==> src/rtl/pwm_dbuf_pkg.sv <==
package pwm_dbuf_pkg;
  typedef enum logic [1:0] {
    ADR_PERIOD = 2'd0,
    ADR_DUTY   = 2'd1,
    ADR_COUNT  = 2'd2
  } adr_e;
endpackage

==> src/rtl/pwm_dbuf_regs.sv <==
module pwm_dbuf_regs
  import pwm_dbuf_pkg::*;
#(
  parameter int W = 8
) (
  input  logic         clk,
  input  logic         rst,
  input  logic         en,
  input  logic         ld,
  input  logic         wr_en,
  input  logic [1:0]   wr_addr,
  input  logic [W-1:0] wr_data,
  output logic [W-1:0] per_buf,
  output logic [W-1:0] duty_buf,
  output logic [W-1:0] per_act,
  output logic [W-1:0] duty_nxt
);
  logic [W-1:0] duty_act;
  logic [W-1:0] per_buf_nxt, duty_buf_nxt, per_nxt;
  logic         take;

  always_comb begin
    per_buf_nxt  = per_buf;
    duty_buf_nxt = duty_buf;
    if (wr_en && wr_addr == ADR_PERIOD) per_buf_nxt  = wr_data;
    if (wr_en && wr_addr == ADR_DUTY)   duty_buf_nxt = wr_data;
    take     = !en || ld;
    per_nxt  = take ? per_buf_nxt  : per_act;
    duty_nxt = take ? duty_buf_nxt : duty_act;
  end

  always_ff @(posedge clk) begin
    if (rst) begin
      per_buf  <= '1;
      duty_buf <= '0;
      per_act  <= '1;
      duty_act <= '0;
    end else begin
      per_buf  <= per_buf_nxt;
      duty_buf <= duty_buf_nxt;
      per_act  <= per_nxt;
      duty_act <= duty_nxt;
    end
  end

  assert_latch_hold_R5: assert property (@(posedge clk) disable iff (rst)
    (en && !ld) |=> ($stable(per_act) && $stable(duty_act)));

  assert_off_follow_R7: assert property (@(posedge clk) disable iff (rst)
    !en |=> (per_act == per_buf && duty_act == duty_buf));
endmodule

==> src/rtl/pwm_dbuf_cnt.sv <==
module pwm_dbuf_cnt #(
  parameter int W = 8
) (
  input  logic         clk,
  input  logic         rst,
  input  logic         en,
  input  logic         tick,
  input  logic         center,
  input  logic         cnt_wr,
  input  logic [W-1:0] per_act,
  output logic [W-1:0] cnt_q,
  output logic [W-1:0] cnt_nxt,
  output logic         ld,
  output logic         upd
);
  localparam logic [W-1:0] ONE  = {{(W-1){1'b0}}, 1'b1};
  localparam logic [W:0]   ONEX = {{W{1'b0}}, 1'b1};

  logic       up_q, up_nxt;
  logic [W:0] inc;

  always_comb begin
    cnt_nxt = cnt_q;
    up_nxt  = up_q;
    ld      = 1'b0;
    inc     = {1'b0, cnt_q} + ONEX;
    if (!en) begin
      cnt_nxt = '0;
      up_nxt  = 1'b1;
    end else if (cnt_wr) begin
      cnt_nxt = '0;
      up_nxt  = 1'b1;
      ld      = 1'b1;
    end else if (tick) begin
      if (!center) begin
        up_nxt = 1'b1;
        if (inc >= {1'b0, per_act}) begin
          cnt_nxt = '0;
          ld      = 1'b1;
        end else begin
          cnt_nxt = inc[W-1:0];
        end
      end else if (up_q) begin
        if (cnt_q >= per_act) begin
          if (cnt_q <= ONE) begin
            cnt_nxt = '0;
            ld      = 1'b1;
          end else begin
            cnt_nxt = cnt_q - ONE;
            up_nxt  = 1'b0;
          end
        end else begin
          cnt_nxt = inc[W-1:0];
        end
      end else begin
        if (cnt_q <= ONE) begin
          cnt_nxt = '0;
          up_nxt  = 1'b1;
          ld      = 1'b1;
        end else begin
          cnt_nxt = cnt_q - ONE;
        end
      end
    end
    upd = en && (tick || cnt_wr);
  end

  always_ff @(posedge clk) begin
    if (rst) begin
      cnt_q <= '0;
      up_q  <= 1'b1;
    end else begin
      cnt_q <= cnt_nxt;
      up_q  <= up_nxt;
    end
  end

  assert_cnt_in_range_R2: assert property (@(posedge clk) disable iff (rst)
    cnt_q <= per_act);

  assert_left_wrap_R2: assert property (@(posedge clk) disable iff (rst)
    (en && tick && !cnt_wr && !center && per_act != '0 && {1'b0, cnt_q} + ONEX == {1'b0, per_act})
    |=> cnt_q == '0);
endmodule

==> src/rtl/pwm_dbuf_out.sv <==
module pwm_dbuf_out #(
  parameter int W = 8
) (
  input  logic         clk,
  input  logic         rst,
  input  logic         en,
  input  logic         upd,
  input  logic         pol,
  input  logic [W-1:0] cnt_nxt,
  input  logic [W-1:0] duty_nxt,
  output logic         pwm_o
);
  always_ff @(posedge clk) begin
    if (rst) begin
      pwm_o <= 1'b0;
    end else if (!en) begin
      pwm_o <= ~pol;
    end else if (upd) begin
      pwm_o <= (cnt_nxt < duty_nxt) ? pol : ~pol;
    end
  end

  assert_idle_level_R4: assert property (@(posedge clk) disable iff (rst)
    !en |=> (pwm_o == !$past(pol)));
endmodule

==> src/rtl/pwm_dbuf_chan.sv <==
module pwm_dbuf_chan
  import pwm_dbuf_pkg::*;
#(
  parameter int W = 8
) (
  input  logic         clk,
  input  logic         rst,
  input  logic         clk_en,
  input  logic         ch_en,
  input  logic         center_mode,
  input  logic         pol_high,
  input  logic         wr_en,
  input  logic [1:0]   wr_addr,
  input  logic [W-1:0] wr_data,
  input  logic [1:0]   rd_addr,
  output logic [W-1:0] rd_data,
  output logic         pwm_o
);
  logic [W-1:0] per_buf, duty_buf, per_act, duty_nxt, cnt_q, cnt_nxt;
  logic         ld, upd, cnt_wr;

  assign cnt_wr = wr_en && (wr_addr == ADR_COUNT);

  pwm_dbuf_regs #(.W(W)) u_regs (
    .clk(clk), .rst(rst), .en(ch_en), .ld(ld),
    .wr_en(wr_en), .wr_addr(wr_addr), .wr_data(wr_data),
    .per_buf(per_buf), .duty_buf(duty_buf),
    .per_act(per_act), .duty_nxt(duty_nxt)
  );

  pwm_dbuf_cnt #(.W(W)) u_cnt (
    .clk(clk), .rst(rst), .en(ch_en), .tick(clk_en),
    .center(center_mode), .cnt_wr(cnt_wr), .per_act(per_act),
    .cnt_q(cnt_q), .cnt_nxt(cnt_nxt), .ld(ld), .upd(upd)
  );

  pwm_dbuf_out #(.W(W)) u_out (
    .clk(clk), .rst(rst), .en(ch_en), .upd(upd), .pol(pol_high),
    .cnt_nxt(cnt_nxt), .duty_nxt(duty_nxt), .pwm_o(pwm_o)
  );

  always_ff @(posedge clk) begin
    if (rst) begin
      rd_data <= '0;
    end else begin
      case (rd_addr)
        ADR_PERIOD: rd_data <= per_buf;
        ADR_DUTY:   rd_data <= duty_buf;
        ADR_COUNT:  rd_data <= cnt_q;
        default:    rd_data <= '0;
      endcase
    end
  end

  assert_cnt_write_zero_R6: assert property (@(posedge clk) disable iff (rst)
    cnt_wr |=> cnt_q == '0);
endmodule

==> config.mk <==
export PLATFORM = sky130hd
export DESIGN_NAME = pwm_dbuf_chan
export DESIGN_NICKNAME = d
export VERILOG_FILES = /design/src/rtl/pwm_dbuf_pkg.sv /design/src/rtl/pwm_dbuf_regs.sv /design/src/rtl/pwm_dbuf_cnt.sv /design/src/rtl/pwm_dbuf_out.sv /design/src/rtl/pwm_dbuf_chan.sv
export SDC_FILE = /design/constraint.sdc
export NUM_CORES = 1
export LEC_CHECK = 0
export BUFFER_PORTS_ARGS = -buffer_cell sky130_fd_sc_hd__buf_2
export CORE_ASPECT_RATIO = 0.75
export CORE_MARGIN = 8
export CORE_UTILIZATION = 50
export CTS_CLUSTER_SIZE = 14
export DETAILED_ROUTE_END_ITERATION = 6
export GPL_ROUTABILITY_DRIVEN = 0
export PLACE_DENSITY = 0.71
export SYNTH_ARGS = -nofsm -noshare
export SYNTH_HDL_FRONTEND = slang
export SYNTH_SLANG_ARGS = --single-unit
==> constraint.sdc <==
create_clock -name clk -period 4.18 [get_ports clk]
set_input_delay 0.836 -clock clk [delete_from_list [all_inputs] [get_ports clk]]
set_output_delay 0.836 -clock clk [all_outputs]
set_load 0.02 [all_outputs]
==> metrics <==
status completed; Fin Clk Skew between 0.008 and 0.009 ns; Die Area 0.00913 mm2; Antenna Nets Post-Route 0; Slew HR 52.9%; Slew @ Worst Pin just over 0.7 ns; reg2reg path depth 19; endpoints failing hold 0; Crit-path slowest cell a221oi_2; TritonRoute pass-1 iters 4; CP arrival around 4.2 ns; Max clock buf depth 2; drt drc 0; WL per Instance 17.4 um; share of cells above drive strength 1 28.8%; vias in the first global route 2575; HP Start u_regs.per_act[7]; Via-to-Cell Ratio 5.72; overall routed net length 8.26 mm; pin count of the biggest net entering global routing 25; clk sinks 50; Max Fclk 251 MHz; register area approximately 0.001 mm2; num ports 28; Unique masters post-synth between 60 and 70; R2R Path Start u_cnt.cnt_q[0]; CP Class register to register; TritonCTS clock tree done; Die X ~110 um; grt total ovfl 0; gr usage total 18.2%; root buffer cell clkbuf_8; post-route cell area 0.00370 mm2; RR Endpoint u_out.pwm_o; Rows 25; Ant. Diodes 0; fin crit share 95.3%; Hold Path Sink u_regs.per_act[7]; Final min period between 3 and 4 ns; hold_buf cts 0; Worst setup SP type register; area of the multi-input gates 0.00211 mm2; Req. time, crit path approximately 4.4 ns; Reg clk slew, reported paths ~0.090 ns; Async SR Flop Fraction 0%; Starting DRT DRC Count 202; Crit path largest cell delay between 0.3 and 0.4 ns; VDD IR max 0.156 mV; Post-synth EDFFs 0; Die Ht 84.8 um; WHS Path Cells 2; # fillers 554; Max H-tree Level 2; FF-to-FF setup slack 0.20 ns; DP Area 0.00345 mm2; vias 2711; Core Box Area a little over 0.006 mm2; worst path cell trace ha_2 > and4_4 > nand2_1 > xor2_2 > inv_2 > ha_4 > a21oi_1 > o21ai_1 > a221oi_2 > nand3b_4 > and3_4 > mux2i_2 > ha_1 > a2111oi_4 > o21ai_2 > nor2b_1 > a31oi_1 > o211ai_1 > nand3_1; nets 438; Avg Inst Size Synth 9.03 um2; setup ws final 0.198 ns; Syn Nets 394; # port buffers 27; clock insertion delay at the later pin of the skew report 0.30 ns; Max FO, Critical Path 7; sequential area share after synthesis 31.7%; final setup violation count 0; Synth warnings 0; initial antenna violation count 0; Slew Viols, Final 0; Crit. End Element register; CTS buffer count 5; dominant synthesized flop cell dfxtp_1; HPWL after detailed placement 6.37 mm; flops & latches, synth 50; Mapped Area 0.00315 mm2; Mapped Cells 349; Leak 1.72 nW; area grow syn2layout 17.2%; first-pass GRT wire length 13.2 mm; Hold Path Class register to register; PD cells 251 mW/mm2; initial core utilization 50.9%; max cap viols 0; setup slack at placement -0.155 ns
[synth_stat cells, drive strengths merged (7+ instances only)]
master	number	area [um2]
dfxtp	50	1000
a21oi	19	103
mux2i	26	260
nand2	24	92.6
o21ai	10	50.1
ha	26	325
nor2	41	161
nor3	7	35.0
nand2b	11	68.8
buf	8	71.3
inv	18	67.6
mux2	15	169
and2	12	75.1
clkbuf	8	30.0
[metrics by stage]
stage / hold slack (ns) / utilization (%) / power (mW) / setup TNS, ns / cells
final: 0.484 / 59.7 / 0.929 / 0 / 474
after detailed placement: 0.460 / 55.6 / 0.658 / -0.155 / 462
after floorplan: 0.437 / - / 0.614 / 0 / 349
after CTS: 0.482 / 57.1 / 0.923 / 0 / 470
after global routing: 0.518 / 59.7 / 0.972 / -0.0108 / 474
after global placement: 0.458 / 55.6 / 0.655 / 0 / 462
[flip-flops by register name (all words and copies together) (netlist names)]
register         cells
u_cnt.cnt_q          8
u_regs.duty_act      8
rd_data              8
u_cnt.up_q           1
u_regs.per_buf       8
u_out.pwm_o          1
u_regs.per_act       8
u_regs.duty_buf      8
[repair_timing]
action                                 CTS  global route
setup endpoints to repair                1             1
endpoints found under the hold margin    0             0
setup buffers                            1             4
pin swaps                                1             7
gates resized for setup                  3            28
[cells by family after synthesis]
family	synth area share, %
adders and majority gates	10.3
buffers and inverters	5.36
DFF	31.7
xor gates and xnor gates	2.50
and+or+nand+nor	19.4
AOI/OAI and AO/OA	17.1
muxes	13.6
[where the power goes]
part | switching, mW | internal, mW | leakage (nW)
Combinational | 0.0942 | 0.0661 | 1.28
Sequential | 0.00699 | 0.492 | 0.408
Clock | 0.154 | 0.115 | 0.0373
[critical path, delay by kind of cell (launching register included)]
family	cells	cell delay (ns)
adder cells (fa/ha/maj)	3	0.70
buffers and inverters	1	0.08
flip-flops	1	0.34
AND/OR/NAND/NOR	6	1.01
AO/OA/AOI/OAI	7	1.28
multiplexers	1	0.26
XOR/XNOR	1	0.21
[layout by cell type (no fill, tap or decap), drive strengths merged, types with 2 or more instances in the layout]
| master | n |
|---|---|
| mux2i | 26 |
| dfxtp | 50 |
| a31oi | 2 |
| mux2 | 15 |
| o211ai | 5 |
| nor2b | 2 |
| nand3b | 2 |
| nor4 | 4 |
| buf | 53 |
| a32o | 2 |
| clkbuf | 6 |
| a211oi | 4 |
| o31ai | 2 |
| nand3 | 6 |
| o21ai | 10 |
| nor2 | 41 |
| ha | 26 |
| a21oi | 19 |
| xnor2 | 4 |
| nor3 | 7 |
| nand2b | 11 |
| or4 | 2 |
| a2111oi | 2 |
| inv | 18 |
| a221oi | 4 |
| nand2 | 24 |
| and3 | 3 |
| o2111ai | 2 |
| a21o | 3 |
| and2 | 12 |
| nor3b | 2 |
| xor2 | 5 |
[area by class of cell]
cell class,instances,area share [%]
inverters,18,1.83
well taps,81,2.74
clock inverters,1,0.203
flip-flops and latches,50,27.1
clock buffers,6,1.96
repair buffers,53,9.04
multi-input cells,265,57.1
[routing by layer]
layer / vias up / GRT usage [%] / share of wire (%) / routed length [um]
met5: - / 0 / 0 / 0
li1: 1329 / - / - / -
met4: 0 / 4.90 / 1.1 / 89
met1: 1270 / 26.4 / 47 / 3890
met2: 102 / 25.5 / 43 / 3520
met3: 10 / 4.36 / 9.2 / 758
[worst max-delay path by stage]
stage | startpoint | slack [ns] | to | depth (start not counted)
after global placement | u_cnt.cnt_q[0] | 0.07 | u_out.pwm_o | 19
after floorplan | u_cnt.cnt_q[0] | 0.09 | u_out.pwm_o | 20
after CTS | u_cnt.cnt_q[1] | 0.002 | u_out.pwm_o | 19
after global routing | u_cnt.cnt_q[0] | -0.01 | u_out.pwm_o | 19
final | u_cnt.cnt_q[0] | 0.20 | u_out.pwm_o | 19
after detailed placement | u_cnt.cnt_q[1] | -0.16 | u_out.pwm_o | 19
Power figures use the tool's default switching activity.
